$ cat src/rtl/busy_status_pkg.sv
package busy_status_pkg;
  localparam int LANE_W   = 8;
  localparam int POLL_POS = 7;
  localparam int TOGL_POS = 6;
endpackage

$ cat src/rtl/strobe_rise.sv
module strobe_rise (
  input  logic clk,
  input  logic rst,
  input  logic strobe,
  output logic rise
);
  logic strobe_q;

  always_ff @(posedge clk) begin
    if (rst) strobe_q <= 1'b0;
    else     strobe_q <= strobe;
  end

  assign rise = strobe & ~strobe_q;
endmodule

$ cat src/rtl/toggle_state.sv
module toggle_state (
  input  logic clk,
  input  logic rst,
  input  logic busy,
  input  logic rise,
  output logic tog
);
  always_ff @(posedge clk) begin
    if (rst)              tog <= 1'b0;
    else if (busy && rise) tog <= ~tog;
  end
endmodule

$ cat src/rtl/status_mux.sv
module status_mux
  import busy_status_pkg::*;
#(
  parameter int DATA_W = 16,
  parameter int ADDR_W = 16
) (
  input  logic              busy,
  input  logic              tog,
  input  logic [ADDR_W-1:0] rd_addr,
  input  logic [ADDR_W-1:0] last_addr,
  input  logic [DATA_W-1:0] last_data,
  input  logic [DATA_W-1:0] arr_data,
  output logic [DATA_W-1:0] rd_data
);
  localparam int LANES = DATA_W / LANE_W;

  logic              hit;
  logic [DATA_W-1:0] base;

  assign hit  = busy && (rd_addr == last_addr);
  assign base = hit ? last_data : arr_data;

  for (genvar k = 0; k < LANES; k++) begin : g_lane
    for (genvar b = 0; b < LANE_W; b++) begin : g_bit
      if (b == POLL_POS) begin : g_poll
        assign rd_data[k*LANE_W+b] = hit ? ~base[k*LANE_W+b] : base[k*LANE_W+b];
      end else if (b == TOGL_POS) begin : g_togl
        assign rd_data[k*LANE_W+b] = busy ? tog : base[k*LANE_W+b];
      end else begin : g_pass
        assign rd_data[k*LANE_W+b] = base[k*LANE_W+b];
      end
    end
  end
endmodule

$ cat src/rtl/busy_status_responder.sv
module busy_status_responder #(
  parameter int DATA_W = 16,
  parameter int ADDR_W = 16
) (
  input  logic              clk,
  input  logic              rst,
  input  logic              rd_strobe,
  input  logic              busy,
  input  logic [ADDR_W-1:0] rd_addr,
  input  logic [ADDR_W-1:0] last_addr,
  input  logic [DATA_W-1:0] last_data,
  input  logic [DATA_W-1:0] arr_data,
  output logic [DATA_W-1:0] rd_data
);
  logic rise;
  logic tog;

  strobe_rise u_rise (
    .clk    (clk),
    .rst    (rst),
    .strobe (rd_strobe),
    .rise   (rise)
  );

  toggle_state u_tog (
    .clk  (clk),
    .rst  (rst),
    .busy (busy),
    .rise (rise),
    .tog  (tog)
  );

  status_mux #(.DATA_W(DATA_W), .ADDR_W(ADDR_W)) u_mux (
    .busy      (busy),
    .tog       (tog),
    .rd_addr   (rd_addr),
    .last_addr (last_addr),
    .last_data (last_data),
    .arr_data  (arr_data),
    .rd_data   (rd_data)
  );
endmodule

$ cat config.mk
export PLATFORM = sky130hd
export DESIGN_NAME = busy_status_responder
export DESIGN_NICKNAME = d
export VERILOG_FILES = /design/src/rtl/busy_status_pkg.sv /design/src/rtl/strobe_rise.sv /design/src/rtl/toggle_state.sv /design/src/rtl/status_mux.sv /design/src/rtl/busy_status_responder.sv
export SDC_FILE = /design/constraint.sdc
export NUM_CORES = 1
export LEC_CHECK = 0
export BUFFER_PORTS_ARGS = -buffer_cell sky130_fd_sc_hd__buf_2
export CAP_MARGIN = 10
export CORE_UTILIZATION = 25
export CTS_CLUSTER_DIAMETER = 150
export CTS_CLUSTER_SIZE = 25
export DETAILED_ROUTE_END_ITERATION = 8
export PLACE_DENSITY_LB_ADDON = 0.2
export SLEW_MARGIN = 20
export SYNTH_ARGS = -nofsm -noshare
export SYNTH_HDL_FRONTEND = slang
export SYNTH_SLANG_ARGS = --single-unit
$ cat constraint.sdc
create_clock -name clk -period 1.4 [get_ports clk]
set_input_delay 0.07 -clock clk [delete_from_list [all_inputs] [get_ports clk]]
set_output_delay 0.07 -clock clk [all_outputs]
set_load 0.1 [all_outputs]
==> summary.md, run 1 <==
| Metric | Value |
|---|---|
| Outcome | finished, violations left |
| Failing checks | negative setup slack |
| CP Launch Type | input pin |
| FF-to-FF End | u_tog.tog |
| Setup crit end kind | output port |
| Total track usage | 0.160 |
| Worst hold margin | between 0.03 and 0.04 ns |
| GP Congestion | 0.619 |
| F_max | 0.614 GHz |
| VDD IR max | 0.329 mV |
| Clk Tree Root Cell | clkbuf_4 |
| Met2 WL | approximately 1000 µm |
| Clock Tree Buf Depth | 2 |
| DRC Markers | 0 |
| Core ar. | about 0.0018 mm² |
| Vias in the first global route | between 600 and 700 |
| Multi-input logic area | approximately 450 µm² |
| Crit share post-route | 1.16 |
| Worst slew pin tran | approximately 0.49 ns |
| RSZ-0062 raised after global routing | true |
| Filler Cell Count | around 160 |
| Final Net Count | 204 |
| Most frequent cells in the layout | buf_2 (66), buf_12 (15), xnor2_1 (12) |
| Starting Density | 0.274 |
| YS warnings | 0 |
| Global-route wire length before repair | ~2400 µm |
| Antenna cells | 0 |
| Crit-path max FO | 14 |
| Chip Width | about 46 µm |
| CTS tree | built |
| Final worst setup slack | -0.228 ns |
| Hold Buf Count CTS | 0 |
| Layout area overhead | 148% |
| Worst reg2reg path depth | 3 |
| H-Tree Depth | 1 |
| Max-cap viol count | 0 |
| Hold path endpoint | u_tog.tog |
| Slew Limit Headroom | 0.679 |
| Seq/Total Area, Yosys | 0.0827 |
| Seq cells post-synth | 2 |
| Finish-stage setup viols | 14 |
| Post-detailed-route wirelength per cell | approximately 11 µm |
| Critical path arrival | roughly 1.6 ns |
| Final core utilization | 0.681 |
| Hold WC Path Type | input pin to flop |
| Mapped cell area | between 400 and 500 µm² |
| Largest net degree at the start of global routing | 15 |
| Crit Path Category | input pin to output port |
| Area share of the largest cell type after synthesis | 0.248 |
| CTS buffer count | 3 |
| Port Buffers | between 80 and 90 |
| Slew Limit Fails | 0 |
| Antenna-violating nets left | 0 |
| R2r startpoint | u_rise.strobe_q |
| Required @ worst endpoint | between 1 and 1.5 ns |
| Hold Path Origin | rst |
| CTS sink cnt | 2 |
| Detailed Routing Iterations Pass 1 | 1 |
| Routed wire length | 1780 µm |
| Initial DRC Count | 0 |
| Die Y | between 40 and 50 µm |
| Finished layout cell area | between 0.001 and 0.0015 mm² |
| Gr ovfl total | 0 |
| Fin Setup TNS | -2.90 ns |
| Sequential cell area | about 40 µm² |
| Share of layout cells above drive strength 1 | 0.776 |
| Worst skew pair latency | ~0.22 ns |
| Area contributors post-synth | mux2_4 (25%), xnor2_1 (22%), mux2_2 (9.3%) |
| Worst-path clk slew | 0.03 ns |
| Yosys top cell by area | mux2_4 |
| Row cnt | 15 |
| WHS Path Cells | 2 |
| Net count after synthesis | approximately 120 |
| Worst Clk Skew | around 0.0014 ns |
| Register-to-register setup slack | 0.66 ns |
| Met3 Routed Length | between 200 and 250 µm |
| Post-DR vias/cell | between 4 and 5 |
| Placed inst area | 0.00117 mm² |
| DR top layer | met3 |
| I/O Pins | 84 |
| Vias | just under 700 |
| Synth unique cells | 18 |
| Post-DP HPWL | 1670 µm |
| Syn avg cell area | 9.68 µm² |
| Gate Count Post-Synth | 50 |
| Leak pwr | approximately 0.65 nW |
| PwrDens | about 570 mW/mm² |
| Fin. Hold Viols | 0 |
| DIE AREA | 0.00212 mm² |
| Final min period | 1.63 ns |
| Tot Pwr | roughly 0.7 mW |
| Met1 wire length | 542 µm |
| Initial antenna violation count | 0 |
| Most common cell after layout, fill and taps aside | buf_2 |
power breakdown:
group,leakage [nW],switching [mW],internal (mW)
Clock,0.0138,0.0286,0.0943
Combinational,0.617,0.284,0.210
Sequential,0.0166,0.00162,0.0613
per-layer routing:
layer	up-vias	GRT usage
met1	295	0.136
met4	0	0.0529
met3	0	0.0159
li1	345	-
met5	-	0
met2	52	0.358
metrics by stage:
step	std cells	setup WS, ns
2_1_floorplan	50	-0.218
3_3_place_gp	156	-0.197
3_5_place_dp	156	-0.229
4_1_cts	159	-0.215
5_1_grt	159	-0.278
6_report	159	-0.228
cell families (layout without fill, tap and decap cells):
group / Yosys count / in the layout / share of synthesized area
multiplexers: 14 / 14 / 0.382
AO/OA/AOI/OAI: 2 / 2 / 0.0207
XOR/XNOR: 17 / 17 / 0.307
AND/OR/NAND/NOR: 10 / 10 / 0.152
buffers and inverters: 5 / 89 / 0.0543
flip-flops: 2 / 2 / 0.0827
synth_stat cells (all sizes together):
master,number
nor2b,1
xnor2,12
nor3,1
dfxtp,2
nor2,1
nand2,1
nand4,3
nor4,1
mux2i,2
buf,1
nand3b,1
nand3,1
o21ai,2
mux2,12
xor2,5
inv,4
layout make-up:
type | instances | share of cell area
timing repair buffer | 82 | 0.534
multi-input combinational | 43 | 0.375
sequential | 2 | 0.0333
tap | 25 | 0.0260
clock buffer | 3 | 0.0188
inverter | 4 | 0.0125
how the worst max path moves through the flow:
stage | startpoint | to | slack, ns | cells past startpoint
finish | last_addr[10] | rd_data[9] | -0.23 | 7
global route | last_addr[5] | rd_data[9] | -0.28 | 7
CTS | last_addr[10] | rd_data[9] | -0.21 | 7
detailed placement | last_addr[10] | rd_data[9] | -0.23 | 7
global placement | last_addr[10] | rd_data[9] | -0.20 | 7
floorplan | last_addr[10] | rd_data[15] | -0.22 | 5
repair_timing:
item	in CTS	in global routing
resized for setup	1	0
endpoints found under the setup margin	14	14
cloned	0	0
hold endpoints to repair	0	0
pin swaps	0	2
buffers inserted	0	0
sequential cells by signal, summed over array words and instances, names as in the netlist:
name             flops
u_rise.strobe_q      1
u_tog.tog            1
critical path, cell delays in order:
cell and delay [ns]:
buf_6 0.09, xor2_1 0.16, nor4_2 0.39, nand4_2 0.17, buf_12 0.19, mux2_4 0.32, buf_12 0.17
(Power assumes the default switching activity.)
==> run 2, diff against run 1 <==
--- a/config.mk
+++ b/config.mk
@@ -7,7 +7,9 @@
 export LEC_CHECK = 0
 export BUFFER_PORTS_ARGS = -buffer_cell sky130_fd_sc_hd__buf_2
 export CAP_MARGIN = 10
-export CORE_UTILIZATION = 25
+export CELL_PAD_IN_SITES_DETAIL_PLACEMENT = 1
+export CELL_PAD_IN_SITES_GLOBAL_PLACEMENT = 1
+export CORE_UTILIZATION = 15
 export CTS_CLUSTER_DIAMETER = 150
 export CTS_CLUSTER_SIZE = 25
 export DETAILED_ROUTE_END_ITERATION = 8
==> run 2 against run 1 <==
- the run still ends with negative setup slack left
- critical path depth unchanged
- routed wire length grew 12%
- die area increased by 63%
- maximum frequency increased by 0.75%
- final cell count rose by 13%
- critical endpoint is now rd_data[10]
- largest power group unchanged
==> summary.md, run 2 (synthesis results as in run 1) <==
| Metric | Value |
|---|---|
| Outcome | finished, violations left |
| Failing checks | negative setup slack |
| Worst slew pin tran | a little under 0.5 ns |
| Row cnt | 20 |
| Cell family with most CP delay | simple AND/OR/NAND/NOR gates |
| Initial DRC Count | 0 |
| Vias | between 700 and 800 |
| Dpl ws | -0.247 ns |
| Antenna-violating nets left | 0 |
| Core ar. | between 0.003 and 0.004 mm² |
| VDD IR max | slightly above 0.3 mV |
| Post-DP HPWL | 1720 µm |
| Fin. Hold Viols | 0 |
| Total track usage | 0.101 |
| Leak pwr | between 0.6 and 0.7 nW |
| PwrDens | around 540 mW/mm² |
| Detailed Routing Iterations Pass 1 | 1 |
| Register-to-register setup slack | 0.64 ns |
| Routed wire length | ~2000 µm |
| Crit path depth | 7 |
| Final min period | approximately 1.6 ns |
| Worst-path clk slew | roughly 0.030 ns |
| Post-DR vias/cell | roughly 4 |
| Share of layout cells above drive strength 1 | 0.815 |
| Initial antenna violation count | 0 |
| RSZ-0062 raised after global routing | true |
| Clk Tree Root Cell | clkbuf_4 |
| Chip Width | 58.8 µm |
| CTS tree | built |
| Hold WC Path Type | input pin to flop |
| Die Y | ~59 µm |
| R2r startpoint | u_rise.strobe_q |
| Crit Path Category | input pin to output port |
| Setup bufs post-CTS | 0 |
| CTS buffer count | 3 |
| Setup crit end kind | output port |
| DIE AREA | approximately 0.0035 mm² |
| Gr ovfl total | 0 |
| DRC Markers | 0 |
| Worst reg2reg path depth | 3 |
| Worst Clk Skew | roughly 0.0036 ns |
| Largest regs | u_rise.strobe_q x1, u_tog.tog x1 |
| Filler Cell Count | 376 |
| Slew Limit Fails | 0 |
| Slew Limit Headroom | 0.678 |
| Post-detailed-route wirelength per cell | around 11 µm |
| Required @ worst endpoint | roughly 1.3 ns |
| Clock Tree Buf Depth | 2 |
| Final worst setup slack | -0.216 ns |
| CTS sink cnt | 2 |
| Vias in the first global route | 644 |
| Worst path max stage delay | 0.35 ns |
| Layout area overhead | 175% |
| CP Launch Type | input pin |
| F_max | just over 0.6 GHz |
| Worst skew pair latency | 0.23 ns |
| FF-to-FF End | u_tog.tog |
| WP buf/inv | 3 |
| Max-cap viol count | 0 |
| H-Tree Depth | 1 |
| GP Congestion | 0.617 |
| Most frequent cells in the layout | buf_2 (62), buf_12 (15), xnor2_1 (8), mux2_4 (8), buf_6 (5) |
| Critical path arrival | 1.55 ns |
| Fin Setup TNS | -2.60 ns |
| Starting Density | 0.159 |
| Most common cell after layout, fill and taps aside | buf_2 |
| Critical Path Slowest Stage Cell | nor4_4 |
| Final core utilization | 0.436 |
| Crit. Startpoint | last_addr[10] |
| Crit share post-route | 1.15 |
| Largest net degree at the start of global routing | 15 |
| Worst setup path end | rd_data[10] |
| Finish-stage setup viols | 14 |
| Global-route wire length before repair | between 2000 and 3000 µm |
| Crit path cell chain | buf_6, xor2_2, nor4_4, nand4_4, clkbuf_16, mux2_4, buf_12 |
| I/O Pins | 84 |
| Port Buffers | between 80 and 90 |
| Crit-path max FO | 7 |
| Antenna cells | 0 |
| Final Net Count | between 200 and 250 |
-- run 2: cell types whose count changed in the layout (fill, tap and decap cells not counted) --
cell,previous run,this run
xnor2_2,0,4
buf_6,1,5
clkbuf_16,0,1
nor4_2,1,0
xor2_2,0,1
nand4_4,0,1
xor2_1,5,4
buf_2,66,62
nor4_4,0,1
xnor2_1,12,8
nand4_2,1,0
-- run 2: worst min path at each step --
| stage | cells past startpoint | slack, ns | from | to |
|---|---|---|---|---|
| after floorplan | 1 | 0.14 | rst | u_rise.strobe_q |
| final | 2 | 0.01 | rst | u_rise.strobe_q |
| after global routing | 2 | 0.01 | rst | u_rise.strobe_q |
| after CTS | 2 | 0.003 | rst | u_rise.strobe_q |
| after global placement | 2 | 0.24 | rst | u_rise.strobe_q |
| after detailed placement | 2 | 0.25 | rst | u_rise.strobe_q |
-- run 2: layout make-up --
type | count | area [µm²] | area share
repair buffers | 83 | 692 | 0.520
multi-input cells | 43 | 505 | 0.380
well taps | 44 | 55.1 | 0.0414
flip-flops and latches | 2 | 40.0 | 0.0301
clock buffers | 3 | 22.5 | 0.0169
inverters | 4 | 15.0 | 0.0113
-- run 2: what timing repair did --
action / in CTS / in global routing
gates resized for setup: 1 / 11
endpoints found under the setup margin: 14 / 14
gates cloned: 0 / 1
pin swaps: 0 / 1
hold buffers: 0 / 0
-- run 2: where the power goes --
part           internal, mW  leakage, nW  switching (mW)  total [mW]
sequential           0.0614       0.0166         0.00185      0.0632
clock                0.0949       0.0138          0.0369       0.132
combinational         0.226        0.653           0.296       0.522
-- run 2: stage by stage --
stage | std cells | hold slack [ns] | cell area [µm²] | total power, mW
floorplan | 50 | 0.142 | 520 | 0.348
global placement | 175 | 0.244 | 1200 | 0.553
detailed placement | 175 | 0.252 | 1200 | 0.560
CTS | 178 | 0.00310 | 1220 | 0.704
global route | 179 | 0.0105 | 1330 | 0.750
finish | 179 | 0.0124 | 1330 | 0.717
-- run 2: layer usage --
metal / up-vias / track usage / routed length [µm]
met4: 0 / 0.0510 / 29
met1: 313 / 0.0928 / 660
met3: 4 / 0.0352 / 284
li1: 343 / - / -
met2: 66 / 0.193 / 1010
met5: - / 0 / 0
==> run 3, diff against run 2 <==
--- a/config.mk
+++ b/config.mk
@@ -10,6 +10,7 @@
 export CELL_PAD_IN_SITES_DETAIL_PLACEMENT = 1
 export CELL_PAD_IN_SITES_GLOBAL_PLACEMENT = 1
 export CORE_UTILIZATION = 15
+export CTS_BUF_LIST = sky130_fd_sc_hd__clkbuf_16
 export CTS_CLUSTER_DIAMETER = 150
 export CTS_CLUSTER_SIZE = 25
 export DETAILED_ROUTE_END_ITERATION = 8
==> run 3 against run 2 <==
- the run still ends with negative setup slack left
- clock power rose to 3.2 times the previous value
- cell area grew 4.0%
- die area is the same
- critical endpoint unchanged
==> summary.md, run 3 (synthesis results as in run 1) <==
| Metric | Value |
|---|---|
| Outcome | finished, violations left |
| Fin. Hold Viols | 0 |
| Largest net degree at the start of global routing | 15 |
| Required @ worst endpoint | roughly 1.3 ns |
| Worst hold margin | ~0.023 ns |
| Final Net Count | about 200 |
| Slew Limit Headroom | 0.678 |
| Dpl ws | -0.247 ns |
| PwrDens | between 700 and 800 mW/mm² |
| Row cnt | 20 |
| Finish-stage setup viols | 14 |
| Setup crit end kind | output port |
| Starting Density | 0.159 |
| Leak pwr | between 0.7 and 0.8 nW |
| Critical path arrival | 1.55 ns |
| Sequential power share | 0.062 |
| Grt met2 use | 0.193 |
| Post-detailed-route wirelength per cell | roughly 11 µm |
| Failing checks | negative setup slack |
| Cell-internal power | around 0.65 mW |
| CTS buffer count | 3 |
| Clock Tree Buf Depth | 2 |
| Antenna-violating nets left | 0 |
| Crit Path Category | input pin to output port |
| Final worst setup slack | -0.221 ns |
| CTS tree | built |
| Post-DR vias/cell | ~4 |
| Chip Width | ~59 µm |
| Worst skew pair latency | approximately 0.22 ns |
| Share of layout cells above drive strength 1 | 0.815 |
| Met1 GRT Util | 0.0981 |
| Crit share post-route | 1.16 |
| Initial DRC Count | 2 |
| CTS sink cnt | 2 |
| P_sw | 0.363 mW |
| Setup bufs post-CTS | 0 |
| Global-route wire length before repair | ~2600 µm |
| Busiest grt layer | met2 |
| Detailed Routing Iterations Pass 1 | 2 |
| Die Y | 58.8 µm |
| Post-DP HPWL | 1720 µm |
| I/O Pins | 84 |
| Vias | roughly 720 |
| GP Congestion | between 0.6 and 0.7 |
| Vias in the first global route | 639 |
| Fin Setup TNS | -2.65 ns |
| Most frequent cells in the layout | buf_2 (62), buf_12 (15), xnor2_1 (8), mux2_4 (8), buf_6 (5) |
| RSZ-0062 raised after global routing | true |
| Final min period | 1.62 ns |
| Routed wire length | ~2000 µm |
| Crit-path max FO | 7 |
| DIE AREA | between 0.003 and 0.004 mm² |
| Sw Ratio | 0.358 |
| Initial antenna violation count | 0 |
| Clock share of power | 0.422 |
| Most common cell after layout, fill and taps aside | buf_2 |
| Antenna cells | 0 |
| Port Buffers | 81 |
| Worst path max stage delay | about 0.35 ns |
| Worst-path clk slew | about 0.030 ns |
| Clk Tree Root Cell | clkbuf_16 |
| Largest regs | u_rise.strobe_q x1, u_tog.tog x1 |
| VDD IR max | 0.364 mV |
| Worst Clk Skew | 0.00224 ns |
| Core ar. | 0.00305 mm² |
| Gr ovfl total | 0 |
| Layout area overhead | 186% |
| Crit path cell chain | buf_6, xor2_2, nor4_4, nand4_4, clkbuf_16, mux2_4, buf_12 |
| CP Launch Type | input pin |
| Final core utilization | 0.453 |
| Worst slew pin tran | 0.487 ns |
| H-Tree Depth | 1 |
| Met3 Track Usage GR | 0.0352 |
| Slew Limit Fails | 0 |
| Total track usage | 0.101 |
| DRC Markers | 0 |
| Max-cap viol count | 0 |
| Comb pwr share | 0.515 |
| F_max | 0.617 GHz |
| Hold WC Path Type | input pin to flop |
| Critical Path Slowest Stage Cell | nor4_4 |
[run 3: changes by cell type in the layout (fill, tap and decap cells not counted)]
cell,previous run,this run
clkbuf_16,1,4
clkbuf_4,3,0
[run 3: worst paths after layout]
path	from	endpoint	slack, ns	cells past startpoint
setup / recovery	last_addr[10]	rd_data[10]	-0.22	7
hold / removal	rst	u_rise.strobe_q	0.02	2
hold reg to reg	u_tog.tog	u_tog.tog	0.52	2
setup reg to reg	u_rise.strobe_q	u_tog.tog	0.64	3
[run 3: stage by stage]
step	power, mW	instance area (µm²)	instances
4_1_cts	0.997	1280	178
3_3_place_gp	0.553	1200	175
5_1_grt	1.05	1380	179
6_report	1.01	1380	179
2_1_floorplan	0.348	520	50
3_5_place_dp	0.560	1200	175
[run 3: power by group through the flow]
stage               logic, mW  registers [mW]  clock network (mW)
finish                  0.523          0.0633               0.428
global route            0.543          0.0636               0.446
CTS                     0.499          0.0633               0.435
detailed placement      0.496          0.0641                   0
global placement        0.489          0.0639                   0
floorplan               0.285          0.0635                   0
[run 3: worst max-delay path: cells and delay by family]
kind | cells | cell delay, ns
xor+xnor | 1 | 0.18
buf+inv | 3 | 0.47
simple gates | 2 | 0.51
mux | 1 | 0.31
[run 3: layout make-up]
| type | instances | area [µm²] |
|---|---|---|
| well taps | 44 | 55.1 |
| fillers | 367 | 1670 |
| multi-input cells | 43 | 505 |
| clock buffers | 3 | 75.1 |
| flip-flops and latches | 2 | 40.0 |
| inverters | 4 | 15.0 |
| repair buffers | 83 | 692 |
[run 3: per-layer routing]
metal | up-vias | share of wire
li1 | 341 | -
met1 | 311 | 0.32
met2 | 64 | 0.52
met3 | 2 | 0.15
met4 | 0 | 0.0095
met5 | - | 0
[run 3: timing repair]
action,4_1_cts,5_1_grt
endpoints found under the hold margin,0,0
gates resized for setup,1,11
pin swaps,0,1
endpoints found under the setup margin,14,14
hold buffers,0,0
gates cloned,0,1
